[src/rtl/pal_cmd_regs.sv]
module pal_cmd_regs #(
  parameter int DW = 8,
  parameter int UNLOCK_READS = 4,
  parameter logic [DW-1:0] MASK_RST = '1,
  parameter logic [DW-1:0] CMD_RST = '0
) (
  input  logic          clk,
  input  logic          rst_n,
  input  logic [1:0]    addr,
  input  logic          rd_en,
  input  logic          wr_en,
  input  logic [DW-1:0] wdata,
  output logic [DW-1:0] rdata,
  output logic [DW-1:0] pix_mask,
  output logic          hicolor_en,
  output logic          mode16,
  output logic          two_clk_latch
);
  localparam int CW = $clog2(UNLOCK_READS + 1);
  localparam logic [CW-1:0] FULL = CW'(UNLOCK_READS);

  logic [CW-1:0] cnt;
  logic [DW-1:0] cmd;
  logic          armed, at_mask, access;

  assign armed   = (cnt == FULL);
  assign at_mask = (addr == 2'd0);
  assign access  = rd_en | wr_en;

  always_ff @(posedge clk or negedge rst_n) begin
    if (!rst_n) begin
      cnt      <= '0;
      cmd      <= CMD_RST;
      pix_mask <= MASK_RST;
    end else if (access && !at_mask) begin
      cnt <= '0;
    end else if (wr_en) begin
      if (armed) cmd <= wdata;
      else begin
        pix_mask <= wdata;
        cnt      <= '0;
      end
    end else if (rd_en && !armed) begin
      cnt <= cnt + 1'b1;
    end
  end

  assign rdata         = at_mask ? (armed ? cmd : pix_mask) : '0;
  assign hicolor_en    = cmd[7];
  assign mode16        = cmd[6];
  assign two_clk_latch = cmd[5];

  assert_disarm_R5: assert property (@(posedge clk) disable iff (!rst_n)
    (access && !at_mask) |=> (cnt == '0));
  assert_mask_kept_R4: assert property (@(posedge clk) disable iff (!rst_n)
    (wr_en && at_mask && armed) |=> $stable(pix_mask));
  assert_cmd_kept_R7: assert property (@(posedge clk) disable iff (!rst_n)
    (wr_en && at_mask && !armed) |=> $stable(cmd));
  assert_arm_by_read_R2: assert property (@(posedge clk) disable iff (!rst_n)
    $rose(armed) |-> $past(rd_en && !wr_en && at_mask));
  assert_restart_R6: assert property (@(posedge clk) disable iff (!rst_n)
    (wr_en && at_mask && !armed) |=> (cnt == '0));
endmodule

[config.mk]
export PLATFORM = sky130hd
export DESIGN_NAME = pal_cmd_regs
export DESIGN_NICKNAME = d
export VERILOG_FILES = /design/src/rtl/pal_cmd_regs.sv
export SDC_FILE = /design/constraint.sdc
export NUM_CORES = 1
export LEC_CHECK = 0
export CELL_PAD_IN_SITES_DETAIL_PLACEMENT = 2
export CELL_PAD_IN_SITES_GLOBAL_PLACEMENT = 2
export CORE_AREA = 2 2 60 62
export CTS_BUF_LIST = sky130_fd_sc_hd__clkbuf_8
export CTS_CLUSTER_DIAMETER = 80
export CTS_CLUSTER_SIZE = 28
export DETAILED_ROUTE_END_ITERATION = 7
export DIE_AREA = 0 0 62 64
export GPL_TIMING_DRIVEN = 0
export PLACE_DENSITY_LB_ADDON = 0.1
export SLEW_MARGIN = 25
export SYNTH_ARGS = -nofsm -noshare
export SYNTH_HDL_FRONTEND = slang
export SYNTH_SLANG_ARGS = --single-unit
[constraint.sdc]
create_clock -name clk -period 1.9 [get_ports clk]
set_input_delay 0.285 -clock clk [delete_from_list [all_inputs] [get_ports clk]]
set_output_delay 0.285 -clock clk [all_outputs]
set_load 0.005 [all_outputs]
==> tab_implementation.tex, run 1 <==
\begin{tabular}{lr}
\hline
Metric & Value \\
\hline
\multicolumn{2}{l}{\textbf{GRT}} \\
All-Layer GR Usage & 17.4\% \\
GRT met3 Usage & 4.45\% \\
GRT met1 Usage & 22.8\% \\
Via count of the first global-routing pass & 844 \\
Layer carrying the most global-route usage & met2 \\
Gr ovfl total & 0 \\
Number of antenna violations at the first check in global routing & 0 \\
GRT met2 Usage & 27.7\% \\
Pin count of the biggest net entering global routing & 20 \\
Global-route wire length before repair & 4.86 mm \\
\multicolumn{2}{l}{\textbf{Worst setup path}} \\
Cell repeated most along the worst path & sky130\_fd\_sc\_hd\_\_buf\_6 \\
Crit path cell chain & inv\_2 > ha\_4 > and4bb\_2 > buf\_6 > buf\_6 > a22o\_1 > buf\_2 \\
Slowest library cell on the worst path & sky130\_fd\_sc\_hd\_\_dfrtp\_1 \\
Source of the worst register-to-register timing path & cnt[0]\$\_DFFE\_PN0P\_ \\
Setup slack, reg-to-reg & 0.13 ns \\
Capturing element of the worst setup path & rdata[4] \\
Cell depth of the worst setup path & 7 \\
Crit Path Class & register to output port \\
Largest incremental delay on the critical path & 0.37 ns \\
Worst Path Buf+Inv & 4 \\
Data arrival, critical path & 1.70 ns \\
Crit path max-delay family & buffers and inverters \\
Launch point of the critical path & cnt[0]\$\_DFFE\_PN0P\_ \\
Launching element type of the critical path & register \\
Critical path required time & 1.62 ns \\
Endpoint of the most critical register-to-register path & cnt[1]\$\_DFFE\_PN0P\_ \\
Depth of the worst register-to-register path & 9 \\
Worst Path Max Fanout & 3 \\
CP Capture Type & output port \\
\multicolumn{2}{l}{\textbf{Pwr}} \\
LEAKAGE & 0.663 nW \\
Clock power share & 28.9\% \\
Sequential power share & 49.7\% \\
Overall power consumption & 0.00100 W \\
Switching portion of total power & 24.9\% \\
Fraction of power consumed by combinational cells & 21.3\% \\
VDD IR-drop max & 0.000535 V \\
Power density normalized to cell area & 669 mW/mm\^{}2 \\
Power dissipated by switching net loads & 0.000250 W \\
Internal power & 0.000751 W \\
\multicolumn{2}{l}{\textbf{Finish}} \\
Antenna Cells & 0 \\
\# nets final & 135 \\
P\&R area growth vs syn & 58.5\% \\
Count of fill cells added during filler insertion & 348 \\
Final std cells w/o fill & 164 \\
Share of post-route cells with drive strength above 1 & 44.9\% \\
\multicolumn{2}{l}{\textbf{Synthesis}} \\
Part of the Yosys area used for sequential elements & 51.5\% \\
Warnings, synthesis & 0 \\
Cell variety after synth & 22 \\
Netlist area before placement & 943 um\^{}2 \\
Avg Cell Area, Syn & 14.1 um\^{}2 \\
Synth Instances & 67 \\
Number of storage elements in the synthesis netlist & 19 \\
Syn nets & 83 \\
\multicolumn{2}{l}{\textbf{STA}} \\
Number of endpoints failing setup at the final stage & 8 \\
Number of max-slew violations in the final report & 0 \\
RSZ-0062 raised after global routing & true \\
Worst Setup Slack, final & -0.0841 ns \\
Post-route worst hold slack & 0.522 ns \\
Number of hold-slack violations in the final timing report & 0 \\
Worst-margin pin slew & 0.893 ns \\
FMAX & 504 MHz \\
Fin crit period & 1.98 ns \\
Accumulated negative setup slack & -0.488 ns \\
Relative max-transition margin & 40.3\% \\
Clock tree skew after final layout & 0.00734 ns \\
Fraction of the cycle the final worst path needs & 104\% \\
\multicolumn{2}{l}{\textbf{Place}} \\
Number of I/O port buffers & 32 \\
Post-DP HPWL & 1.84 mm \\
Placer congestion estimate & 0.679 \\
\# placed instances & 145 \\
\multicolumn{2}{l}{\textbf{Clocking}} \\
Maximum clock insertion buffer count & 2 \\
Clock root cell & sky130\_fd\_sc\_hd\_\_clkbuf\_8 \\
H-tree levels & 1 \\
Count of hold-fix buffers inserted at cts & 0 \\
Number of sinks on the clock net & 19 \\
Clock transition at the registers of the reported paths & 0.08 ns \\
Clock insertion delay at the later pin of the skew report & 0.26 ns \\
Number of buffers created by CTS & 3 \\
TritonCTS clock tree & built \\
\multicolumn{2}{l}{\textbf{Die}} \\
Placeable core area & 0.00328 mm\^{}2 \\
Number of I/O pins & 33 \\
Die span in x & 62 um \\
Vertical extent of the die & 64 um \\
Site Rows & 21 \\
Starting density of the core & 28.7\% \\
Total Die Area & 0.00397 mm\^{}2 \\
\multicolumn{2}{l}{\textbf{Detailed routing}} \\
Post-route ant nets & 0 \\
Detail-routed via count per cell & 4.55 \\
Routed wire length per instance & 18.8 um \\
Total number of vias & 747 \\
Drt initial violations & 34 \\
Routed wire length & 3.09 mm \\
Post-route DRC violation count & 0 \\
Detailed-routing iteration count for the pre-antenna-repair pass & 4 \\
\multicolumn{2}{l}{\textbf{Status}} \\
Failing checks & setup timing \\
Status & complete, but fails checks \\
\multicolumn{2}{l}{\textbf{Run}} \\
Maxcap violations & 0 \\
\multicolumn{2}{l}{\textbf{Min path}} \\
Worst min path class & input port to async pin \\
\hline
\end{tabular}
repair_timing:
| action | in CTS | in global routing |
|---|---|---|
| pin swaps | 5 | 6 |
| cloned | 1 | 0 |
| resized for setup | 46 | 2 |
| buffers inserted | 10 | 4 |
| setup endpoints to repair | 8 | 8 |
per-stage QoR:
| step | cell area, um^2 | setup slack (ns) | utilization (%) |
|---|---|---|---|
| 2_1_floorplan | 943 | 0.293 | - |
| 3_3_place_gp | 1320 | -0.634 | 40.2 |
| 3_5_place_dp | 1320 | -0.664 | 40.2 |
| 4_1_cts | 1460 | -0.110 | 44.4 |
| 5_1_grt | 1500 | -0.159 | 45.5 |
| 6_report | 1500 | -0.0841 | 45.5 |
layer usage:
metal  vias to the layer above  wire, um  part of all wire (%)
met5                         -         0                     0
met2                        19      1560                    50
met4                         0        63                   2.0
met3                         4       100                   3.2
met1                       373      1370                    44
li1                        351         -                     -
layout by cell type (no fill, tap or decap), drive strengths merged:
master	instances
a2111oi	1
nand3	1
ha	2
nand2	1
dfrtp	11
nand2b	1
a211oi	1
and4bb	1
clkbuf	3
dfstp	8
and4	1
buf	25
dlygate4sd2	2
clkinv	1
nor3b	1
nor2	2
a22o	8
nand3b	2
mux2	16
o21ai	4
clkdlybuf4s50	22
or3	1
inv	3
state kept, by name (all words and copies together), names as in the netlist:
name      count
pix_mask      8
cnt           3
cmd           8
area by class of cell:
type | count | area (um^2) | area share (%)
Clock buffer | 3 | 41.3 | 2.76
Timing Repair Buffer | 47 | 422 | 28.2
Tap cell | 46 | 57.6 | 3.85
Sequential cell | 19 | 485 | 32.5
Multi-Input combinational cell | 43 | 450 | 30.1
Clock inverter | 1 | 5.00 | 0.335
Inverter | 3 | 11.3 | 0.753
Buffer | 2 | 22.5 | 1.51
synth_stat cells:
cell	number	area (um^2)
sky130_fd_sc_hd__a2111oi_0	1	8.76
sky130_fd_sc_hd__a211oi_2	1	12.5
sky130_fd_sc_hd__a22o_1	8	70.1
sky130_fd_sc_hd__and4_4	1	11.3
sky130_fd_sc_hd__and4bb_1	1	12.5
sky130_fd_sc_hd__buf_2	1	5.00
sky130_fd_sc_hd__buf_6	1	11.3
sky130_fd_sc_hd__dfrtp_1	11	275
sky130_fd_sc_hd__dfstp_2	8	210
sky130_fd_sc_hd__ha_1	2	25.0
sky130_fd_sc_hd__inv_1	3	11.3
sky130_fd_sc_hd__mux2_1	8	90.1
sky130_fd_sc_hd__mux2_4	8	120
sky130_fd_sc_hd__nand2_1	1	3.75
sky130_fd_sc_hd__nand2b_1	1	6.26
sky130_fd_sc_hd__nand3_2	1	10.0
sky130_fd_sc_hd__nand3b_1	1	7.51
sky130_fd_sc_hd__nand3b_2	1	11.3
sky130_fd_sc_hd__nor2_1	2	7.51
sky130_fd_sc_hd__nor3b_1	1	7.51
sky130_fd_sc_hd__o21ai_1	4	20.0
sky130_fd_sc_hd__or3_1	1	6.26
worst register-to-register path, delay by kind of cell (launching register included):
family,cells,cell delay [ns]
simple gates,1,0.27
compound gates,2,0.29
buf+inv,5,0.57
flops,1,0.37
fa+ha+maj,1,0.17
cells by family after synthesis:
kind of cell | after synthesis | synth area share, %
AOI/OAI and AO/OA | 14 | 11.8
adders and majority gates | 2 | 2.65
buffers and inverters | 5 | 2.92
DFF | 19 | 51.5
muxes | 16 | 22.3
and+or+nand+nor | 11 | 8.89
power groups by stage:
stage                     Combinational (W)  Clock, W  Sequential, W
final                              0.000213  0.000290       0.000498
after floorplan                   0.0000564         0       0.000502
after global routing               0.000233  0.000335       0.000505
after CTS                          0.000209  0.000308       0.000499
after detailed placement           0.000210         0       0.000506
after global placement             0.000205         0       0.000502
worst min-delay path by stage:
| stage | end |
|---|---|
| after floorplan | cmd[0]$_DFFE_PN0P_ |
| after global placement | cnt[0]$_DFFE_PN0P_ |
| after detailed placement | cmd[3]$_DFFE_PN0P_ |
| after CTS | cmd[3]$_DFFE_PN0P_ |
| after global routing | cmd[0]$_DFFE_PN0P_ |
| final | cmd[1]$_DFFE_PN0P_ |
No activity file was read; power rests on OpenSTA's default activity.
==> run 2: changes to the inputs <==
--- a/config.mk
+++ b/config.mk
@@ -7,13 +7,12 @@
 export LEC_CHECK = 0
 export CELL_PAD_IN_SITES_DETAIL_PLACEMENT = 2
 export CELL_PAD_IN_SITES_GLOBAL_PLACEMENT = 2
-export CORE_AREA = 2 2 60 62
+export CORE_AREA = 2 2 58 60
 export CTS_BUF_LIST = sky130_fd_sc_hd__clkbuf_8
 export CTS_CLUSTER_DIAMETER = 80
 export CTS_CLUSTER_SIZE = 28
 export DETAILED_ROUTE_END_ITERATION = 7
-export DIE_AREA = 0 0 62 64
-export GPL_TIMING_DRIVEN = 0
+export DIE_AREA = 0 0 60 62
 export PLACE_DENSITY_LB_ADDON = 0.1
 export SLEW_MARGIN = 25
 export SYNTH_ARGS = -nofsm -noshare
==> constraint.sdc (replaced) <==
create_clock -name clk -period 2.3 [get_ports clk]
set_input_delay 0.345 -clock clk [delete_from_list [all_inputs] [get_ports clk]]
set_output_delay 0.345 -clock clk [all_outputs]
set_load 0.005 [all_outputs]
==> tab_implementation.tex, run 2 (synthesis results as in run 1) <==
\begin{tabular}{lr}
\hline
Metric & Value \\
\hline
\multicolumn{2}{l}{\textbf{Place}} \\
Placer congestion estimate & 0.640 (was 0.679) \\
Post-DP HPWL & 1.68 mm (was 1.84 mm) \\
Number of I/O port buffers & 32 (unchanged) \\
\multicolumn{2}{l}{\textbf{STA}} \\
Post-route worst hold slack & 0.426 ns (was 0.522 ns) \\
Number of max-slew violations in the final report & 0 (unchanged) \\
Number of hold-slack violations in the final timing report & 0 (unchanged) \\
RSZ-0062 raised after global routing & false (was true) \\
Fin crit period & 2.15 ns \\
Worst-margin pin slew & 0.323 ns (was 0.893 ns) \\
Number of endpoints failing setup at the final stage & 0 (was 8) \\
Clock tree skew after final layout & 0.00384 ns (was 0.00734 ns) \\
Accumulated negative setup slack & 0 ns (was -0.488 ns) \\
FMAX & 465 MHz \\
Relative max-transition margin & 77.9\% (was 40.3\%) \\
Fraction of the cycle the final worst path needs & 93.6\% \\
\multicolumn{2}{l}{\textbf{Clocking}} \\
Clock insertion delay at the later pin of the skew report & 0.25 ns (was 0.26 ns) \\
Number of sinks on the clock net & 19 (unchanged) \\
Number of buffers created by CTS & 3 (unchanged) \\
Clock root cell & sky130\_fd\_sc\_hd\_\_clkbuf\_8 (unchanged) \\
Maximum clock insertion buffer count & 2 (unchanged) \\
TritonCTS clock tree & built (unchanged) \\
Clock transition at the registers of the reported paths & 0.07 ns (was 0.08 ns) \\
H-tree levels & 1 (unchanged) \\
\multicolumn{2}{l}{\textbf{Finish}} \\
Largest registers in the final layout & cmd (8), pix\_mask (8), cnt (3) (unchanged) \\
Count of fill cells added during filler insertion & 332 (was 348) \\
P\&R area growth vs syn & 55.8\% (was 58.5\%) \\
Share of post-route cells with drive strength above 1 & 37.6\% (was 44.9\%) \\
\# nets final & 134 (was 135) \\
Leading cell type in the layout, fill and taps excluded & sky130\_fd\_sc\_hd\_\_clkdlybuf4s50\_1 (unchanged) \\
Antenna Cells & 0 (unchanged) \\
Most used cells in the layout excluding fill and tap cells & sky130\_fd\_sc\_hd\_\_clkdlybuf4s50\_1, sky130\_fd\_sc\_hd\_\_buf\_4, sky130\_fd\_sc\_hd\_\_dfrtp\_1 (was sky130\_fd\_sc\_hd\_\_clkdlybuf4s50\_1, sky130\_fd\_sc\_hd\_\_dfrtp\_1, sky130\_fd\_sc\_hd\_\_buf\_4) \\
\multicolumn{2}{l}{\textbf{Detailed routing}} \\
Routed wire length per instance & 15.6 um (was 18.8 um) \\
Detail-routed via count per cell & 4.60 (was 4.55) \\
Post-route DRC violation count & 0 (unchanged) \\
Detailed-routing iteration count for the pre-antenna-repair pass & 3 (was 4) \\
Post-route ant nets & 0 (unchanged) \\
Total number of vias & 749 (was 747) \\
Routed wire length & 2.54 mm (was 3.09 mm) \\
Drt initial violations & 9 (was 34) \\
\multicolumn{2}{l}{\textbf{Worst setup path}} \\
Launching element type of the critical path & register (unchanged) \\
Cell depth of the worst setup path & 8 (was 7) \\
Crit path cell chain & inv\_1 > ha\_2 > buf\_6 > a211oi\_4 > buf\_4 > buf\_4 > a22o\_1 > dlygate4sd2\_1 (was inv\_2 > ha\_4 > and4bb\_2 > buf\_6 > buf\_6 > a22o\_1 > buf\_2) \\
Crit path max-delay family & buffers and inverters (unchanged) \\
Worst Path Max Fanout & 3 (unchanged) \\
CP Capture Type & output port (unchanged) \\
Data arrival, critical path & 1.81 ns (was 1.70 ns) \\
Worst Path Buf+Inv & 5 (was 4) \\
Depth of the worst register-to-register path & 9 (unchanged) \\
Largest incremental delay on the critical path & 0.35 ns (was 0.37 ns) \\
Crit Path Class & register to output port (unchanged) \\
Cell repeated most along the worst path & sky130\_fd\_sc\_hd\_\_buf\_4 (was sky130\_fd\_sc\_hd\_\_buf\_6) \\
Source of the worst register-to-register timing path & cnt[1]\$\_DFFE\_PN0P\_ (was cnt[0]\$\_DFFE\_PN0P\_) \\
Slowest library cell on the worst path & sky130\_fd\_sc\_hd\_\_dfrtp\_1 (unchanged) \\
Critical path required time & 1.96 ns (was 1.62 ns) \\
Launch point of the critical path & cnt[1]\$\_DFFE\_PN0P\_ (was cnt[0]\$\_DFFE\_PN0P\_) \\
\multicolumn{2}{l}{\textbf{GRT}} \\
Gr ovfl total & 0 (unchanged) \\
Number of antenna violations at the first check in global routing & 0 (unchanged) \\
Via count of the first global-routing pass & 797 (was 844) \\
All-Layer GR Usage & 14.8\% (was 17.4\%) \\
Global-route wire length before repair & 3.98 mm (was 4.86 mm) \\
Pin count of the biggest net entering global routing & 20 (unchanged) \\
\multicolumn{2}{l}{\textbf{Die}} \\
Die span in x & 60 um (was 62 um) \\
Placeable core area & 0.00318 mm\^{}2 (was 0.00328 mm\^{}2) \\
Number of I/O pins & 33 (unchanged) \\
Vertical extent of the die & 62 um (was 64 um) \\
Total Die Area & 0.00372 mm\^{}2 (was 0.00397 mm\^{}2) \\
Starting density of the core & 29.7\% (was 28.7\%) \\
Site Rows & 21 (unchanged) \\
\multicolumn{2}{l}{\textbf{Pwr}} \\
Sequential power share & 49.8\% (was 49.7\%) \\
Overall power consumption & 0.000822 W (was 0.00100 W) \\
VDD IR-drop max & 0.000241 V (was 0.000535 V) \\
Internal power & 0.000627 W (was 0.000751 W) \\
Clock power share & 28.0\% (was 28.9\%) \\
Power density normalized to cell area & 559 mW/mm\^{}2 (was 669 mW/mm\^{}2) \\
Switching portion of total power & 23.8\% (was 24.9\%) \\
LEAKAGE & 0.657 nW (was 0.663 nW) \\
Fraction of power consumed by combinational cells & 22.2\% (was 21.3\%) \\
Power dissipated by switching net loads & 0.000196 W (was 0.000250 W) \\
\multicolumn{2}{l}{\textbf{Status}} \\
Status & completed (was complete, but fails checks) \\
\multicolumn{2}{l}{\textbf{Run}} \\
Maxcap violations & 0 (unchanged) \\
\multicolumn{2}{l}{\textbf{Min path}} \\
Worst min path class & input port to async pin (unchanged) \\
\hline
\end{tabular}
-- run 2: metrics by stage --
step	setup WS (ns)	instance area, um^2	std cells	util (%)
6_report	0.148	1470	163	46.2
5_1_grt	0.0245	1470	163	46.2
4_1_cts	-0.0184	1450	160	45.6
3_5_place_dp	-0.145	1350	149	42.5
3_3_place_gp	-0.125	1350	149	42.5
2_1_floorplan	0.633	943	67	-
-- run 2: layout make-up --
class                      instances  area [um^2]  area share [%]
sequential                        19          485            33.0
multi-input combinational         43          444            30.2
timing repair buffer              48          427            29.0
tap                               46         57.6            3.91
clock buffer                       3         41.3            2.81
inverter                           3         11.3           0.766
clock inverter                     1         3.75           0.255
-- run 2: per-layer routing --
metal  vias to the layer above  GRT usage (%)  share of wire [%]  routed length, um
met5                         -              0                  0                  0
met4                         0           3.81               0.79                 20
met3                         2           3.52                3.5                 88
met2                        17           23.1                 50               1280
met1                       380           20.5                 45               1150
li1                        350              -                  -                  -
-- run 2: timing repair --
| item | CTS | global route |
|---|---|---|
| gates cloned | 0 | 0 |
| pin swaps | 1 | 1 |
| hold buffers | 0 | 0 |
| endpoints found under the setup margin | 8 | 3 |
| resized for setup | 14 | 6 |
| buffers inserted | 7 | 3 |
-- run 2: worst paths after layout --
check	to	slack, ns
max	rdata[2]	0.15
min	cmd[5]$_DFFE_PN0P_	0.43
max reg2reg	cnt[1]$_DFFE_PN0P_	0.72
min reg2reg	cmd[4]$_DFFE_PN0P_	0.51
max in group asynchronous	pix_mask[1]$_DFFE_PN1P_	1.60
min in group clk	cmd[4]$_DFFE_PN0P_	0.51
-- run 2: power groups by stage --
stage / Sequential (W) / Clock [W] / Combinational, W
2_1_floorplan: 0.000414 / 0 / 0.0000466
3_3_place_gp: 0.000414 / 0 / 0.000176
3_5_place_dp: 0.000415 / 0 / 0.000178
4_1_cts: 0.000410 / 0.000241 / 0.000182
5_1_grt: 0.000415 / 0.000257 / 0.000200
6_report: 0.000409 / 0.000231 / 0.000183
==> run 3: changes to the inputs <==
--- a/config.mk
+++ b/config.mk
@@ -7,12 +7,12 @@
 export LEC_CHECK = 0
 export CELL_PAD_IN_SITES_DETAIL_PLACEMENT = 2
 export CELL_PAD_IN_SITES_GLOBAL_PLACEMENT = 2
-export CORE_AREA = 2 2 58 60
+export CORE_AREA = 2 2 61 57
 export CTS_BUF_LIST = sky130_fd_sc_hd__clkbuf_8
 export CTS_CLUSTER_DIAMETER = 80
 export CTS_CLUSTER_SIZE = 28
 export DETAILED_ROUTE_END_ITERATION = 7
-export DIE_AREA = 0 0 60 62
+export DIE_AREA = 0 0 63 59
 export PLACE_DENSITY_LB_ADDON = 0.1
 export SLEW_MARGIN = 25
 export SYNTH_ARGS = -nofsm -noshare
==> tab_implementation.tex, run 3 (synthesis results as in run 1) <==
\begin{tabular}{lr}
\hline
Metric & Value \\
\hline
\multicolumn{2}{l}{\textbf{Pwr}} \\
Power dissipated by switching net loads & 0.000190 W (was 0.000196 W) \\
Switching portion of total power & 23.2\% (was 23.8\%) \\
Overall power consumption & 0.000819 W (was 0.000822 W) \\
Sequential power share & 50.2\% (was 49.8\%) \\
Fraction of power consumed by combinational cells & 22.9\% (was 22.2\%) \\
Internal power & 0.000629 W (was 0.000627 W) \\
Power density normalized to cell area & 552 mW/mm\^{}2 (was 559 mW/mm\^{}2) \\
LEAKAGE & 0.672 nW (was 0.657 nW) \\
VDD IR-drop max & 0.000374 V (was 0.000241 V) \\
Clock power share & 26.8\% (was 28.0\%) \\
\multicolumn{2}{l}{\textbf{Min path}} \\
Worst min path class & input port to async pin (unchanged) \\
\multicolumn{2}{l}{\textbf{Worst setup path}} \\
Launching element type of the critical path & input port (was register) \\
Crit path cell chain & clkdlybuf4s50\_1 > buf\_4 > a211oi\_4 > buf\_6 > buf\_4 > a22o\_1 > dlygate4sd2\_1 (was inv\_1 > ha\_2 > buf\_6 > a211oi\_4 > buf\_4 > buf\_4 > a22o\_1 > dlygate4sd2\_1) \\
Worst Path Buf+Inv & 5 (unchanged) \\
CP Capture Type & output port (unchanged) \\
Slowest library cell on the worst path & sky130\_fd\_sc\_hd\_\_clkdlybuf4s50\_1 (was sky130\_fd\_sc\_hd\_\_dfrtp\_1) \\
Crit Path Class & input port to output port (was register to output port) \\
Crit path max-delay family & buffers and inverters (unchanged) \\
Worst Path Max Fanout & 3 (unchanged) \\
Largest incremental delay on the critical path & 0.43 ns (was 0.35 ns) \\
Cell repeated most along the worst path & sky130\_fd\_sc\_hd\_\_buf\_4 (unchanged) \\
Critical path required time & 1.96 ns (about the same) \\
Data arrival, critical path & 1.88 ns (was 1.81 ns) \\
\multicolumn{2}{l}{\textbf{Detailed routing}} \\
Post-route ant nets & 0 (unchanged) \\
Routed wire length per instance & 17.4 um (was 15.6 um) \\
Met1 Wirelength & 1.24 mm (was 1.15 mm) \\
Detailed-routing iteration count for the pre-antenna-repair pass & 3 (unchanged) \\
Detail-routed via count per cell & 4.75 (was 4.60) \\
Highest routing layer actually used & met4 (unchanged) \\
Met3 routed WL & 107 um (was 88 um) \\
Met2 wire length & 1.41 mm (was 1.28 mm) \\
Post-route DRC violation count & 0 (unchanged) \\
Drt initial violations & 11 (was 9) \\
Total number of vias & 756 (was 749) \\
Routed wire length & 2.77 mm (was 2.54 mm) \\
\multicolumn{2}{l}{\textbf{Clocking}} \\
Number of sinks on the clock net & 19 (unchanged) \\
Clock root cell & sky130\_fd\_sc\_hd\_\_clkbuf\_8 (unchanged) \\
Maximum clock insertion buffer count & 2 (unchanged) \\
Clock transition at the registers of the reported paths & 0.07 ns (about the same) \\
Count of hold-fix buffers inserted at cts & 0 (unchanged) \\
Clock insertion delay at the later pin of the skew report & 0.25 ns (about the same) \\
TritonCTS clock tree & built (unchanged) \\
H-tree levels & 1 (unchanged) \\
Number of buffers created by CTS & 3 (unchanged) \\
\multicolumn{2}{l}{\textbf{Place}} \\
Cell Area, Placed & 0.00135 mm\^{}2 (about the same) \\
Number of I/O port buffers & 32 (unchanged) \\
Placer congestion estimate & 0.682 (was 0.640) \\
Post-DP HPWL & 1.88 mm (was 1.68 mm) \\
\multicolumn{2}{l}{\textbf{STA}} \\
Number of hold-slack violations in the final timing report & 0 (unchanged) \\
Worst-margin pin slew & 0.392 ns (was 0.323 ns) \\
Relative max-transition margin & 73.2\% (was 77.9\%) \\
Fin crit period & 2.23 ns (was 2.15 ns) \\
RSZ-0062 raised after global routing & false (unchanged) \\
Clock tree skew after final layout & 0.00334 ns (was 0.00384 ns) \\
Number of endpoints failing setup at the final stage & 0 (unchanged) \\
Fraction of the cycle the final worst path needs & 96.8\% (was 93.6\%) \\
Accumulated negative setup slack & 0 ns (unchanged) \\
Number of max-slew violations in the final report & 0 (unchanged) \\
FMAX & 449 MHz (was 465 MHz) \\
\multicolumn{2}{l}{\textbf{GRT}} \\
Number of antenna violations at the first check in global routing & 0 (unchanged) \\
Via count of the first global-routing pass & 890 (was 797) \\
Pin count of the biggest net entering global routing & 20 (unchanged) \\
Global-route wire length before repair & 4.77 mm (was 3.98 mm) \\
All-Layer GR Usage & 16.9\% (was 14.8\%) \\
Gr ovfl total & 0 (unchanged) \\
\multicolumn{2}{l}{\textbf{Die}} \\
Total Die Area & 0.00372 mm\^{}2 (about the same) \\
Die span in x & 63 um (was 60 um) \\
Number of I/O pins & 33 (unchanged) \\
Vertical extent of the die & 59 um (was 62 um) \\
Placeable core area & 0.00302 mm\^{}2 (was 0.00318 mm\^{}2) \\
Site Rows & 19 (was 21) \\
Starting density of the core & 31.2\% (was 29.7\%) \\
\multicolumn{2}{l}{\textbf{Finish}} \\
Most used cells in the layout excluding fill and tap cells & sky130\_fd\_sc\_hd\_\_clkdlybuf4s50\_1, sky130\_fd\_sc\_hd\_\_buf\_4, sky130\_fd\_sc\_hd\_\_dfrtp\_1 (unchanged) \\
Final non-filler cell area & 0.00148 mm\^{}2 (was 0.00147 mm\^{}2) \\
Count of fill cells added during filler insertion & 315 (was 332) \\
Antenna Cells & 0 (unchanged) \\
Share of post-route cells with drive strength above 1 & 36.8\% (was 37.6\%) \\
\# nets final & 134 (unchanged) \\
Leading cell type in the layout, fill and taps excluded & sky130\_fd\_sc\_hd\_\_clkdlybuf4s50\_1 (unchanged) \\
Largest registers in the final layout & cmd (8), pix\_mask (8), cnt (3) (unchanged) \\
P\&R area growth vs syn & 57.3\% (was 55.8\%) \\
\multicolumn{2}{l}{\textbf{Status}} \\
Status & completed (unchanged) \\
\multicolumn{2}{l}{\textbf{Run}} \\
Maxcap violations & 0 (unchanged) \\
\hline
\end{tabular}
## run 3: cell count changes in the layout (fill, tap and decap cells not counted)
cell	delta
sky130_fd_sc_hd__ha_4	+1
sky130_fd_sc_hd__clkdlybuf4s15_1	+1
sky130_fd_sc_hd__dlygate4sd2_1	-1
sky130_fd_sc_hd__clkbuf_2	-1
sky130_fd_sc_hd__ha_2	-1
sky130_fd_sc_hd__dlymetal6s2s_1	+1
## run 3: power by group through the flow
| stage | Combinational [W] | Sequential [W] | Clock (W) |
|---|---|---|---|
| after floorplan | 0.0000466 | 0.000414 | 0 |
| after global placement | 0.000173 | 0.000414 | 0 |
| after detailed placement | 0.000179 | 0.000417 | 0 |
| after CTS | 0.000188 | 0.000411 | 0.000231 |
| after global routing | 0.000205 | 0.000417 | 0.000245 |
| final | 0.000188 | 0.000411 | 0.000220 |
## run 3: timing repair
| item | 4_1_cts | 5_1_grt |
|---|---|---|
| gates cloned | 1 | 0 |
| buffers inserted | 7 | 2 |
| gates resized for setup | 14 | 7 |
| endpoints found under the setup margin | 8 | 4 |
| pin swaps | 1 | 1 |
## run 3: worst register-to-register path: stages (launching register included)
cell	delay, ns
sky130_fd_sc_hd__dfrtp_1	0.37
sky130_fd_sc_hd__inv_1	0.08
sky130_fd_sc_hd__ha_4	0.18
sky130_fd_sc_hd__a211oi_4	0.32
sky130_fd_sc_hd__buf_6	0.15
sky130_fd_sc_hd__buf_4	0.12
sky130_fd_sc_hd__buf_4	0.11
sky130_fd_sc_hd__nand3b_2	0.09
sky130_fd_sc_hd__o21ai_1	0.16
## run 3: final cells by class
class,instances,area [um^2],area share [%]
inverter,3,11.3,0.759
clock buffer,3,41.3,2.78
timing repair buffer,48,435,29.3
multi-input combinational,43,454,30.6
sequential,19,485,32.7
tap,42,52.6,3.54
clock inverter,1,3.75,0.253
## run 3: through the flow
stage	instances	utilization (%)	setup WS, ns	hold slack, ns
CTS	157	48.4	0.00361	0.440
global placement	145	44.6	-0.0544	0.494
finish	159	49.2	0.0740	0.435
detailed placement	145	44.6	-0.0786	0.501
global route	159	49.2	0.00400	0.443
floorplan	67	-	0.633	0.0494
## run 3: per-layer routing
| layer | vias to the layer above | track usage, % |
|---|---|---|
| li1 | 348 | - |
| met1 | 388 | 21.5 |
| met2 | 18 | 30.1 |
| met3 | 2 | 4.75 |
| met4 | 0 | 1.90 |
| met5 | - | 0 |
## run 3: path summary, 6_finish.rpt
kind                       slack [ns]  cells after the start                       to               start
max                              0.07                      7                 rdata[2]             addr[1]
min                              0.43                      2       cmd[1]$_DFFE_PN0P_               rst_n
max reg2reg                      0.64                      8       cnt[0]$_DFFE_PN0P_  cnt[1]$_DFFE_PN0P_
min reg2reg                      0.53                      1       cmd[3]$_DFFE_PN0P_  cmd[3]$_DFFE_PN0P_
max in group asynchronous        1.59                      2  pix_mask[5]$_DFFE_PN1P_               rst_n
min in group clk                 0.53                      1       cmd[3]$_DFFE_PN0P_  cmd[3]$_DFFE_PN0P_
